File: config.mk
export PLATFORM = sky130hd
export DESIGN_NAME = bit_count_unit
export DESIGN_NICKNAME = d
export VERILOG_FILES = /design/src/rtl/bcu_pkg.sv /design/src/rtl/bcu_lzc.sv /design/src/rtl/bcu_popcnt.sv /design/src/rtl/bit_count_unit.sv
export SDC_FILE = /design/constraint.sdc
export NUM_CORES = 1
export LEC_CHECK = 0
export BUFFER_PORTS_ARGS = -buffer_cell sky130_fd_sc_hd__buf_2
export CORE_AREA = 2 2 76 63
export CTS_CLUSTER_SIZE = 20
export DETAILED_ROUTE_END_ITERATION = 6
export DIE_AREA = 0 0 78 65
export HOLD_SLACK_MARGIN = 0.12
export PLACE_DENSITY = 0.87
export RECOVER_POWER = 100
export SETUP_SLACK_MARGIN = 0.05
export SYNTH_ARGS = -nofsm -noshare
export SYNTH_HDL_FRONTEND = slang
export SYNTH_SLANG_ARGS = --single-unit
File: constraint.sdc
create_clock -name clk_i -period 1.3 [get_ports clk_i]
set_clock_uncertainty 0.1 [all_clocks]
set_input_delay 0.26 -clock clk_i [delete_from_list [all_inputs] [get_ports clk_i]]
set_output_delay 0.26 -clock clk_i [all_outputs]
set_load 0.005 [all_outputs]
File: src/rtl/bcu_pkg.sv
package bcu_pkg;
  typedef enum logic [1:0] {
    OP_LEAD  = 2'b00,
    OP_TRAIL = 2'b01,
    OP_POP   = 2'b10,
    OP_NONE  = 2'b11
  } bcu_op_e;
endpackage

File: src/rtl/bcu_lzc.sv
// Priority encoder: zeros above the highest set bit; all-zero gives WIDTH.
module bcu_lzc #(
  parameter int WIDTH = 32
) (
  input  logic [WIDTH-1:0]         vec_i,
  output logic [$clog2(WIDTH):0]   cnt_o
);
  localparam int CW = $clog2(WIDTH) + 1;

  always_comb begin
    cnt_o = CW'(WIDTH);
    for (int i = 0; i < WIDTH; i++) begin
      if (vec_i[i]) cnt_o = CW'(WIDTH - 1 - i);
    end
  end

  always_comb begin
    p_cnt_range_r4: assert (cnt_o <= CW'(WIDTH));
  end
endmodule

File: src/rtl/bcu_popcnt.sv
module bcu_popcnt #(
  parameter int WIDTH = 32
) (
  input  logic [WIDTH-1:0]         vec_i,
  output logic [$clog2(WIDTH):0]   cnt_o
);
  localparam int CW = $clog2(WIDTH) + 1;

  always_comb begin
    cnt_o = '0;
    for (int i = 0; i < WIDTH; i++) begin
      cnt_o = cnt_o + CW'(vec_i[i]);
    end
  end

  always_comb begin
    p_full_count_r3: assert (!(&vec_i) || cnt_o == CW'(WIDTH));
  end
endmodule

File: src/rtl/bit_count_unit.sv
module bit_count_unit
  import bcu_pkg::*;
#(
  parameter int WIDTH = 32
) (
  input  logic             clk_i,
  input  logic             rst_ni,
  input  logic             in_valid_i,
  input  logic [31:0]      operand_i,
  input  logic [1:0]       op_sel_i,
  output logic             out_valid_o,
  output logic [31:0]      result_o
);
  localparam int CW = $clog2(WIDTH) + 1;

  bcu_op_e          op;
  logic [WIDTH-1:0] opnd;
  logic [WIDTH-1:0] opnd_rev;
  logic [WIDTH-1:0] scan_vec;
  logic [CW-1:0]    zcnt;
  logic [CW-1:0]    pcnt;
  logic [31:0]      res_d;
  logic [31:0]      res_q;
  logic             vld_q;

  assign op   = bcu_op_e'(op_sel_i);
  assign opnd = operand_i[WIDTH-1:0];

  for (genvar g = 0; g < WIDTH; g++) begin : g_rev
    assign opnd_rev[g] = opnd[WIDTH-1-g];
  end

  // trailing count reuses the leading-zero encoder on the reversed word
  assign scan_vec = (op == OP_TRAIL) ? opnd_rev : opnd;

  bcu_lzc #(.WIDTH(WIDTH)) u_lzc (
    .vec_i (scan_vec),
    .cnt_o (zcnt)
  );

  bcu_popcnt #(.WIDTH(WIDTH)) u_pop (
    .vec_i (opnd),
    .cnt_o (pcnt)
  );

  always_comb begin
    res_d = '0;
    unique case (op)
      OP_LEAD, OP_TRAIL: res_d[CW-1:0] = zcnt;
      OP_POP:            res_d[CW-1:0] = pcnt;
      default:           res_d = '0;
    endcase
  end

  always_ff @(posedge clk_i or negedge rst_ni) begin
    if (!rst_ni) begin
      vld_q <= 1'b0;
      res_q <= '0;
    end else begin
      vld_q <= in_valid_i;
      if (in_valid_i) res_q <= res_d;
    end
  end

  assign out_valid_o = vld_q;
  assign result_o    = res_q;

  p_valid_rise_r7: assert property (@(posedge clk_i) disable iff (!rst_ni)
    in_valid_i |=> out_valid_o);
  p_valid_fall_r7: assert property (@(posedge clk_i) disable iff (!rst_ni)
    !in_valid_i |=> !out_valid_o);
  p_hold_r8: assert property (@(posedge clk_i) disable iff (!rst_ni)
    !in_valid_i |=> $stable(result_o));
  p_upper_zero_r6: assert property (@(posedge clk_i) disable iff (!rst_ni)
    result_o[31:6] == '0);
  p_none_zero_r5: assert property (@(posedge clk_i) disable iff (!rst_ni)
    (in_valid_i && op_sel_i == 2'b11) |=> result_o == '0);
  p_zero_width_r4: assert property (@(posedge clk_i) disable iff (!rst_ni)
    (in_valid_i && operand_i == '0 && !op_sel_i[1]) |=> result_o == 32'(WIDTH));
endmodule

Word-level counts from Yosys, hierarchy flattened
Cells that the tools add are included.

operators by class
  add/subtract/negate cells = 31
  eq/ne operators = 2
  multiplexer cells = 34
  reduce and logical (&&, ||, !) cells = 2

operators by type and width
  operator                                        number
  2-to-1 mux 6 bit                                32
  adder 6 x 1 -> 6 bit                            30
  2-to-1 mux 32 bit                               1
  case mux 6 bit (2 select lines)                 1
  adder 1 x 1 -> 2 bit                            1
  == test 2 x 1 -> 1 bit (second input constant)  1
  == test 2 bit (second input constant)           1
  zero test 2 bit                                 1
  OR reduction 2 bit                              1

word-level totals
  flip-flop bits (word level) = 7
  word-level logic and storage cells = 71

Longest topological paths before layout
Gate-level depths: netlist (run 1).

  word-level depth = 35
  mapped depth = 18
  gate-level depth less buffers = 18

Hierarchy
A second synthesis (run 1) with hierarchy kept.

second synthesis, totals
  cell total of the unflattened synthesis = 236
  area total of the unflattened synthesis = 2152.1 um^2

by module, submodules not included
  module          times used  cells each  area each (um^2)
  bit_count_unit  1           98          1026.0
  bcu_popcnt      1           73          758.2
  bcu_lzc         1           65          367.9

Worst setup path before layout (run 1)
OpenSTA, ideal clock, no wires.

  path type = input to register
  start = input port operand_i[0]
  end = register res_q[4] (netlist: result_o[4])
  library setup time = 0.082 ns
  data arrival time = 4.797 ns
  required time = 1.118 ns
  setup slack = -3.679 ns
  stages on the path = 15
  buffers on the path = 0
  cell sequence = ha_1 > inv_1 > fa_1 > fa_1 > fa_1 > fa_1 > fa_1 > fa_1 > fa_1 > fa_1 > nor2b_1 > o21ai_0 > a211oi_1 > a31oi_1 > a31oi_1

on the way
  longest elaborated chain between the ends = 34

RTL lines
  what                                                                           RTL line              text
  start, declared                                                                bit_count_unit.sv:9   input logic [31:0] operand_i,
  parallel branches: the longest is 33 deep, another holds adder 6 x 1 -> 6 bit  n/a
  case mux 6 bit (2 select lines) (*)                                            bit_count_unit.sv:48  unique case (op)
  end signal, assigned                                                           bit_count_unit.sv:61  if (in_valid_i) res_q <= res_d;
  end, declared                                                                  bit_count_unit.sv:23  logic [31:0] res_q;

Mark *: on every way between the ends.
A chain may end at the register's enable or synchronous reset.

Worst setup path after layout (run 1)
  start = input port operand_i[0]
  end = register res_q[2] (netlist: result_o[2])

The elaborated chain is that of the path after synthesis.

==> impl_metrics.ini, run 1 <==
[timing]
relSlewSlack = 0.680
fin_crit_ns = 4.93
rsz0062_at_grt = yes
drv_slew = 0
fin_ws_ns = -3.63
report.final.hold_viol_count = 0
timing.fmax_mhz = 203
finalSetupViolCount = 6
final_min_period_over_clock_period = 3.80
setup_total_negative_slack_ns = -20.74
worst_pin_slew_ns = 0.466
whs_ns = 0.261

[worst_setup_path]
critical-path-top-cell-by-count = sky130_fd_sc_hd__fa_1
critical_path.n_buffers_inverters = 2
critical_path_arrival_ns = 4.97
r2r_setup_slack_ns = 0.04
setup.worst_path.end = result_o[2]
critical_path.reg2reg.endpoint = result_o[0]
r2r.worst_path.cells = 3
worst_path_dominant_cell_family = adder cells
cpMaxStageDelayCell = sky130_fd_sc_hd__fa_2
regToRegStartpoint = result_o[0]
critPathLaunchType = primary input
path_depth = 15
timing.critical_path.to_type = flop
worst_path_cell_trace = buf_6 -> ha_4 -> inv_2 -> fa_1 -> fa_1 -> fa_1 -> fa_1 -> fa_2 -> fa_1 -> fa_2 -> fa_2 -> nor2b_4 -> nor3_4 -> nor4_2 -> a221oi_2
crit_path_max_fanout = 2
worst_path_largest_cell_delay_ns = 0.58
cp-startpoint = operand_i[0]
critical_path_required_ns = 1.34
crit_type = primary input to flop

[layout]
layout_nets = 439
n_antenna_cell = 0
fillers = 367
post_route_cells_drive_above_1_share = 0.393
synthToLayoutAreaGrowth_pct = 35.6

[die]
design.die.area_sq_um = 5070
dieWidth_um = 78
ports_placed_on_the_boundary = 70
initial_utilization = 0.503
floorplan.rows = 22
design.core.area_sq_um = 4400
height_of_the_die_um = 65

[global_routing]
grt_pass1_vias = 2366
grt_start_max_net_pins = 15
overflow = 0
initial_antenna_violation_count = 1
grt_first_pass_wirelength_um = 11100
grt_util_all_layers = 0.284

[clock_tree]
cts_buffer_depth = 2
cts_made_buffers = 3
clock-root-buffer = sky130_fd_sc_hd__clkbuf_8
htree_num_levels = 1
clk_pin_slew_worst_paths_ns = 0.04
clkSinkCount = 7
tritoncts = done
worst_skew_pair.late_latency_ns = 0.23

[logic_synthesis]
yosysWarnings = 0
dominantRegCellSynth = sky130_fd_sc_hd__dfrtp_1
synth_edf_count = 0
number_of_synthesized_register_bits = 7
async_flop_share = 1.00
seq_area_frac_synth = 0.0791
postSynthAreaPerCell_sq_um = 8.39
netlist_area_sq_um = 2210
synthDistinctLibCells = 50
synth_cells = 264

[power]
power_frac_comb = 0.887
power.share.sequential = 0.059
share_clk_of_total_power = 0.054
power.ir.vdd_worst_mv = 3.37
sw_frac_of_total = 0.478
power_per_cell_area_nw_per_um2 = 1900
cell_internal_pwr_mw = 2.98
static-leakage-power_nw = 1.51
net-switching-power_mw = 2.73

[min_path]
worst_hold_path_type = primary input to flop

[drt]
detailroute.via_count = 2186
detail_route.drc_violations = 0
wl_um = 6690
detail_route.first_pass.iterations = 4
route.antenna.remaining_nets = 0
wl_per_cell_um = 15.6
dr.first_iter.drc_count = 116
vias_per_cell = 5.10

[flow_run]
cap_violations = 0

[placed_design]
place.gp.congestion = 0.961
place_hpwl_um = 5660
portBuffers = 43

[status]
outcome = complete, but fails checks
violated_checks = negative setup slack
-- metal layers --
metal  part of all wire  vias to the layer above  GRT usage
met1               0.43                     1014      0.353
met3              0.073                       23     0.0599
met5                  0                        -          0
met2               0.46                       92      0.477
li1                   -                     1057          -
met4              0.035                        0      0.127
-- kinds of logic after synthesis --
family                   after synthesis  share of synthesized area
buffers and inverters                 78                      0.197
other                                  1                    0.00169
AO/OA/AOI/OAI                         50                      0.171
flip-flops                             7                     0.0791
multiplexers                          22                      0.106
adder cells (fa/ha/maj)               32                      0.262
XOR/XNOR                               1                    0.00396
AND/OR/NAND/NOR                       73                      0.179
-- state kept, by name (all words and copies together), names as in the netlist --
| signal | flops |
|---|---|
| out_valid_o | 1 |
| result_o | 6 |
-- cell usage after synthesis, types with 2 or more instances --
master	count	area, sq um
sky130_fd_sc_hd__or2b_1	2	15.0
sky130_fd_sc_hd__a21oi_1	10	50.1
sky130_fd_sc_hd__a221oi_1	3	26.3
sky130_fd_sc_hd__nand4_1	2	12.5
sky130_fd_sc_hd__ha_1	8	100
sky130_fd_sc_hd__nor3_1	5	25.0
sky130_fd_sc_hd__or3_1	2	12.5
sky130_fd_sc_hd__nor4_1	2	12.5
sky130_fd_sc_hd__fa_1	24	480
sky130_fd_sc_hd__nor4_4	2	42.5
sky130_fd_sc_hd__o311a_1	2	20.0
sky130_fd_sc_hd__inv_1	46	173
sky130_fd_sc_hd__o31ai_1	2	15.0
sky130_fd_sc_hd__nor2_1	32	120
sky130_fd_sc_hd__nand2_1	7	26.3
sky130_fd_sc_hd__a221oi_2	2	30.0
sky130_fd_sc_hd__dfrtp_1	7	175
sky130_fd_sc_hd__o21ai_0	5	25.0
sky130_fd_sc_hd__nand4b_1	2	17.5
sky130_fd_sc_hd__nor2b_1	6	37.5
sky130_fd_sc_hd__mux2_2	12	135
sky130_fd_sc_hd__a2111oi_0	4	35.0
sky130_fd_sc_hd__mux2i_1	10	100
sky130_fd_sc_hd__buf_6	2	22.5
sky130_fd_sc_hd__o211ai_1	5	37.5
sky130_fd_sc_hd__a31oi_1	4	25.0
sky130_fd_sc_hd__nand2b_1	5	31.3
sky130_fd_sc_hd__buf_4	27	203
sky130_fd_sc_hd__a211oi_1	3	22.5
-- layout by cell type (no fill, tap or decap), types with 3 or more instances in the layout --
master                      synthesis  routed
sky130_fd_sc_hd__conb_1             1      26
sky130_fd_sc_hd__nor2_1            32      32
sky130_fd_sc_hd__nand2b_1           5       5
sky130_fd_sc_hd__a221oi_1           3       3
sky130_fd_sc_hd__ha_1               8       6
sky130_fd_sc_hd__buf_2              0      35
sky130_fd_sc_hd__inv_1             46      40
sky130_fd_sc_hd__clkbuf_8           0       3
sky130_fd_sc_hd__nand2_1            7       6
sky130_fd_sc_hd__nor2b_1            6       4
sky130_fd_sc_hd__fa_2               0       3
sky130_fd_sc_hd__dfrtp_1            7       7
sky130_fd_sc_hd__nor3_1             5       4
sky130_fd_sc_hd__clkbuf_1           1       5
sky130_fd_sc_hd__inv_2              0       6
sky130_fd_sc_hd__mux2_2            12      12
sky130_fd_sc_hd__a31oi_1            4       4
sky130_fd_sc_hd__a2111oi_0          4       4
sky130_fd_sc_hd__buf_4             27      63
sky130_fd_sc_hd__o21ai_0            5       3
sky130_fd_sc_hd__a21oi_1           10      10
sky130_fd_sc_hd__fa_1              24      21
sky130_fd_sc_hd__mux2i_1           10      10
sky130_fd_sc_hd__buf_6              2       4
sky130_fd_sc_hd__o211ai_1           5       5
-- stage by stage --
step	setup slack (ns)	instances	utilization	total power, mW	instance area (sq um)
after floorplan	-3.52	289	-	2.91	2330
after global routing	-3.78	429	0.682	6.21	3000
final	-3.63	429	0.682	5.71	3000
after detailed placement	-4.00	422	0.643	4.10	2830
after CTS	-3.66	429	0.680	5.49	2990
after global placement	-3.84	422	0.643	3.82	2830
-- power by group through the flow --
stage	Clock, mW	Sequential [mW]	Combinational [mW]
2_1_floorplan	0	0.331	2.57
6_report	0.311	0.336	5.07
3_3_place_gp	0	0.331	3.49
5_1_grt	0.337	0.342	5.53
3_5_place_dp	0	0.333	3.76
4_1_cts	0.319	0.332	4.84
-- area by class of cell --
cell class	instances	area (sq um)	area share
sequential	7	175	0.0583
inverter	46	173	0.0575
tap	60	75.1	0.0250
clock buffer	4	45.0	0.0150
multi-input combinational	204	1800	0.598
timing repair buffer	108	738	0.246
-- what timing repair did --
item,CTS,global route
resized for setup,23,5
endpoints found under the setup margin,6,6
buffers inserted,2,0
pin swaps,7,6
endpoints found under the hold margin,7,0
hold buffers,1,0
-- how the worst min path moves through the flow --
stage,start,end,slack [ns],depth (start not counted)
2_1_floorplan,rst_ni,out_valid_o,-0.14,0
3_3_place_gp,rst_ni,result_o[5],-0.002,1
3_5_place_dp,rst_ni,result_o[5],-0.0003,1
4_1_cts,in_valid_i,out_valid_o,0.26,2
5_1_grt,in_valid_i,out_valid_o,0.28,2
6_report,in_valid_i,out_valid_o,0.26,2
Power figures use the tool's default switching activity.
==> inputs of run 2 (changes only) <==
==> constraint.sdc (replaced) <==
create_clock -name clk_i -period 5.02 [get_ports clk_i]
set_clock_uncertainty 0.1 [all_clocks]
set_input_delay 1.004 -clock clk_i [delete_from_list [all_inputs] [get_ports clk_i]]
set_output_delay 1.004 -clock clk_i [all_outputs]
set_load 0.005 [all_outputs]
==> run 2 against run 1 <==
The flow still finishes with violations (negative setup slack). Largest cell class unchanged. Combinational power fell by 78%. Power fell by 77%. Routed wire length fell by 7.8%. Count of clock-buffer cells in the layout did not move. Via count fell by 5.8%. First-iteration DRC count rose by 31%. Sequential power fell by 75%. Global-route usage fell by 3.1 points. Clock power fell by 74%. Largest power group unchanged.
==> impl_metrics.ini, run 2 (same netlist as run 1, synthesis figures left out) <==
[status]
outcome = complete, but fails checks
violated_checks = negative setup slack

[min_path]
worst_hold_path_type = flop to flop
whs_endpoint = result_o[5]
min_delay_src = result_o[5]
worst_hold_path_stage_count = 2

[layout]
post_route_cells_drive_above_1_share = 0.313
most_common_cell_after_layout_fill_and_taps_aside = sky130_fd_sc_hd__inv_1
utilization = 0.608
layout.cells.most_common_list = sky130_fd_sc_hd__inv_1, sky130_fd_sc_hd__buf_2, sky130_fd_sc_hd__nor2_1
synthToLayoutAreaGrowth_pct = 21.0
final_cell_area_sq_um = 2680
largest_register_ffs = 6
post_layout_nonfiller_instances = 389
layout_nets = 399
n_antenna_cell = 0

[global_routing]
grt_start_max_net_pins = 23
overflow = 0
grt_util_all_layers = 0.253
grt_first_pass_wirelength_um = 10000
grt_pass1_vias = 2098
initial_antenna_violation_count = 0

[timing]
rsz0062_at_grt = yes
report.final.hold_viol_count = 0
final_min_period_over_clock_period = 1.14
setup_total_negative_slack_ns = -2.83
drv_slew = 0
finalSetupViolCount = 6
fin_ws_ns = -0.707
worst_pin_slew_ns = 0.822
timing.fmax_mhz = 175
relSlewSlack = 0.452
fin_crit_ns = 5.73

[clock_tree]
clk_pin_slew_worst_paths_ns = 0.04
clkSinkCount = 7
worst_skew_pair.late_latency_ns = 0.23
cts_buffer_depth = 2
htree_num_levels = 1
tritoncts = done
cts_made_buffers = 3
clock-root-buffer = sky130_fd_sc_hd__clkbuf_8

[drt]
detail_route.first_pass.iterations = 4
met2RoutedLength_um = 3020
wl_met3_um = 345
drt_met1_wl_um = 2690
wl_um = 6170
top_signal_layer_used = met4
dr.first_iter.drc_count = 152
route.antenna.remaining_nets = 0
detailroute.via_count = 2059
vias_per_cell = 5.29
wl_per_cell_um = 15.9
detail_route.drc_violations = 0

[placed_design]
placedInstanceArea_sq_um = 2530
dpl.cell_count = 384
portBuffers = 43
place.gp.congestion = 0.941
place_hpwl_um = 5130

[worst_setup_path]
worst_path_largest_cell_delay_ns = 0.55
cpMaxStageDelayCell = sky130_fd_sc_hd__fa_1
critical_path_required_ns = 5.05
critical-path-top-cell-by-count = sky130_fd_sc_hd__fa_1
crit_type = primary input to flop
worst_path_cell_trace = buf_8 -> ha_4 -> inv_2 -> fa_1 -> fa_1 -> fa_1 -> fa_1 -> fa_1 -> fa_1 -> fa_2 -> fa_2 -> nor2b_1 -> nor3_2 -> nor4_2 -> a221oi_2
r2r_setup_slack_ns = 3.78
critical_path.n_buffers_inverters = 2
critical_path.reg2reg.endpoint = result_o[0]
critPathLaunchType = primary input
crit_path_max_fanout = 2
critical_path_arrival_ns = 5.76
worst_path_dominant_cell_family = adder cells
r2r.worst_path.cells = 3
regToRegStartpoint = result_o[0]
timing.critical_path.to_type = flop

[die]
design.core.area_sq_um = 4400
floorplan.rows = 22
initial_utilization = 0.503
dieWidth_um = 78
height_of_the_die_um = 65
ports_placed_on_the_boundary = 70
design.die.area_sq_um = 5070

[power]
static-leakage-power_nw = 1.31
final_total_pwr_mw = 1.30
power_per_cell_area_nw_per_um2 = 486
power.ir.vdd_worst_mv = 0.711

[flow_run]
cap_violations = 0
## run 2: changes by cell type in the layout (fill, tap and decap cells not counted), sizes merged
cell,before,now
buf,103,63
clkbuf,8,9
dlygate4sd3,1,0
## run 2: how the worst max path moves through the flow
stage,start,endpoint,slack [ns],cells after the start
after floorplan,operand_i[1],result_o[2],-0.54,14
after detailed placement,operand_i[0],result_o[2],-0.94,15
after global placement,operand_i[18],result_o[2],-0.82,16
after CTS,operand_i[18],result_o[2],-0.62,16
final,operand_i[1],result_o[2],-0.71,15
after global routing,operand_i[1],result_o[2],-0.90,15
## run 2: power by group
part	switching [mW]	internal, mW
sequential	0.0101	0.0748
clock	0.0261	0.0551
combinational	0.597	0.540
total	0.633	0.670
## run 2: layout make-up
type                    count  area (sq um)
clock buffers               4          45.0
fillers                   399          1730
inverters                  46           175
multi-input cells         204          1770
flip-flops and latches      7           175
well taps                  60          75.1
repair buffers             68           435
## run 2: stage by stage
stage                     hold WS [ns]  worst slack, ns
after global placement           0.428           -0.820
after floorplan                  0.425           -0.543
after detailed placement         0.435           -0.936
after global routing             0.464           -0.899
after CTS                        0.447           -0.618
final                            0.449           -0.707
## run 2: tightest hold or removal path, stage by stage (launching register included)
cell and delay (ns):
sky130_fd_sc_hd__dfrtp_1 0.37, sky130_fd_sc_hd__nor2_1 0.09, sky130_fd_sc_hd__a31oi_1 0.05
## run 2: what timing repair did
| action | 4_1_cts | 5_1_grt |
|---|---|---|
| pin swaps | 5 | 8 |
| hold buffers | 0 | 0 |
| buffers inserted | 1 | 0 |
| setup endpoints to repair | 6 | 6 |
| resized for setup | 13 | 14 |
## run 2: layer usage
layer | GRT usage | vias up
met3 | 0.0251 | 12
met2 | 0.426 | 82
met1 | 0.349 | 986
li1 | - | 979
met4 | 0.0724 | 0
met5 | 0 | -
==> inputs of run 3 (changes only) <==
--- a/config.mk
+++ b/config.mk
@@ -6,14 +6,14 @@
 export NUM_CORES = 1
 export LEC_CHECK = 0
 export BUFFER_PORTS_ARGS = -buffer_cell sky130_fd_sc_hd__buf_2
-export CORE_AREA = 2 2 76 63
+export CORE_AREA = 2 2 76 64
 export CTS_CLUSTER_SIZE = 20
 export DETAILED_ROUTE_END_ITERATION = 6
-export DIE_AREA = 0 0 78 65
-export HOLD_SLACK_MARGIN = 0.12
-export PLACE_DENSITY = 0.87
+export DIE_AREA = 0 0 78 66
+export PLACE_DENSITY = 0.85
 export RECOVER_POWER = 100
 export SETUP_SLACK_MARGIN = 0.05
+export SKIP_CTS_REPAIR_TIMING = 1
 export SYNTH_ARGS = -nofsm -noshare
 export SYNTH_HDL_FRONTEND = slang
 export SYNTH_SLANG_ARGS = --single-unit
==> run 3 against run 2 <==
The flow still finishes with violations (negative setup slack). Final cell count decreased by 0.26%. Combinational power shrank 8%. Worst hold slack got worse by 0.015 ns. Fmax down 1.7%. Largest cell class unchanged. Highest routed layer unchanged.
==> impl_metrics.ini, run 3 (same netlist as run 1, synthesis figures left out) <==
[status]
outcome = complete, but fails checks
violated_checks = negative setup slack

[placed_design]
place.gp.congestion = 0.950
place_hpwl_um = 5030
portBuffers = 43

[timing]
fin_ws_ns = -0.808
final_min_period_over_clock_period = 1.16
worst_pin_slew_ns = 0.820
whs_ns = 0.434
finalSetupViolCount = 6
rsz0062_at_grt = yes
relSlewSlack = 0.454
drv_slew = 0
timing.fmax_mhz = 172
setup_total_negative_slack_ns = -3.15
report.final.hold_viol_count = 0
fin_crit_ns = 5.83

[global_routing]
initial_antenna_violation_count = 0
grt_util_all_layers = 0.239
grt_first_pass_wirelength_um = 9580
grt_start_max_net_pins = 23
overflow = 0
grt_pass1_vias = 2050

[die]
initial_utilization = 0.503
ports_placed_on_the_boundary = 70
dieWidth_um = 78
design.core.area_sq_um = 4400
design.die.area_sq_um = 5150
height_of_the_die_um = 66
floorplan.rows = 22

[min_path]
worst_hold_path_type = flop to flop
min_delay_src = result_o[5]

[clock_tree]
clock-root-buffer = sky130_fd_sc_hd__clkbuf_8
worst_skew_pair.late_latency_ns = 0.23
clk_pin_slew_worst_paths_ns = 0.04
tritoncts = done
cts_buffer_depth = 2
cts_made_buffers = 3
clkSinkCount = 7
htree_num_levels = 1

[worst_setup_path]
crit_type = primary input to flop
worst_path_cell_trace = buf_6 -> ha_4 -> inv_2 -> fa_1 -> fa_1 -> fa_1 -> fa_1 -> fa_1 -> fa_1 -> fa_2 -> fa_2 -> nor2b_2 -> o21ai_1 -> a211oi_2 -> a31oi_1 -> a31oi_1
worst_path_dominant_cell_family = adder cells
timing.critical_path.to_type = flop
critical-path-top-cell-by-count = sky130_fd_sc_hd__fa_1
critical_path_required_ns = 5.07
cpMaxStageDelayCell = sky130_fd_sc_hd__fa_1
critical_path_arrival_ns = 5.88
crit_path_max_fanout = 2
critPathLaunchType = primary input
worst_path_largest_cell_delay_ns = 0.54
critical_path.n_buffers_inverters = 2
cp-startpoint = operand_i[1]
regToRegStartpoint = result_o[0]

[drt]
detail_route.first_pass.iterations = 4
wl_per_cell_um = 15.4
vias_per_cell = 5.37
detailroute.via_count = 2082
route.antenna.remaining_nets = 0
detail_route.drc_violations = 0
wl_um = 5990
dr.first_iter.drc_count = 117

[layout]
n_antenna_cell = 0
layout.cells.most_common_list = sky130_fd_sc_hd__inv_1, sky130_fd_sc_hd__buf_2, sky130_fd_sc_hd__nor2_1
fillers = 399
synthToLayoutAreaGrowth_pct = 18.6
post_route_cells_drive_above_1_share = 0.305
most_common_cell_after_layout_fill_and_taps_aside = sky130_fd_sc_hd__inv_1
largest_register_ffs = 6
layout_nets = 398

[power]
static-leakage-power_nw = 1.30
power_per_cell_area_nw_per_um2 = 462
power.ir.vdd_worst_mv = 0.664

[flow_run]
cap_violations = 0
-- run 3: changes by cell type in the layout (fill, tap and decap cells not counted), sizes merged --
cell,delta
clkbuf,-2
buf,+1
-- run 3: final timing paths --
kind	endpoint	slack [ns]	depth (start not counted)
max reg2reg	result_o[0]	3.77	3
max in group asynchronous	out_valid_o	3.98	1
min reg2reg	result_o[5]	0.43	2
min	result_o[5]	0.43	2
max	result_o[4]	-0.81	16
min in group asynchronous	result_o[0]	0.56	1
-- run 3: worst min-delay path, cell delays in order (launching register included) --
cell and delay [ns]:
sky130_fd_sc_hd__dfrtp_1 0.37, sky130_fd_sc_hd__nor2_1 0.08, sky130_fd_sc_hd__a31oi_1 0.05
-- run 3: routing by layer --
layer / vias up / share of wire / GRT usage
met2: 102 / 0.45 / 0.381
met5: - / 0 / 0
met1: 982 / 0.43 / 0.335
li1: 981 / - / -
met3: 17 / 0.081 / 0.0342
met4: 0 / 0.034 / 0.0768
-- run 3: area by class of cell --
cell class / count / area, sq um / share of cell area
repair buffers: 67 / 405 / 0.154
clock buffers: 4 / 45.0 / 0.0172
well taps: 60 / 75.1 / 0.0286
inverters: 46 / 173 / 0.0657
flip-flops and latches: 7 / 175 / 0.0667
multi-input cells: 204 / 1750 / 0.667
-- run 3: per-stage QoR --
step / total power [mW] / worst slack (ns) / cell area, sq um / std cells / utilization
6_report: 1.21 / -0.808 / 2630 / 388 / 0.596
5_1_grt: 1.34 / -0.948 / 2630 / 388 / 0.596
4_1_cts: 1.05 / -0.693 / 2570 / 387 / 0.584
3_5_place_dp: 0.961 / -0.927 / 2520 / 383 / 0.573
3_3_place_gp: 0.928 / -0.814 / 2520 / 383 / 0.573
2_1_floorplan: 0.752 / -0.543 / 2330 / 289 / -
-- run 3: power by group --
part	internal [mW]	switching, mW
clock network	0.0552	0.0269
registers	0.0748	0.0115
logic	0.476	0.569
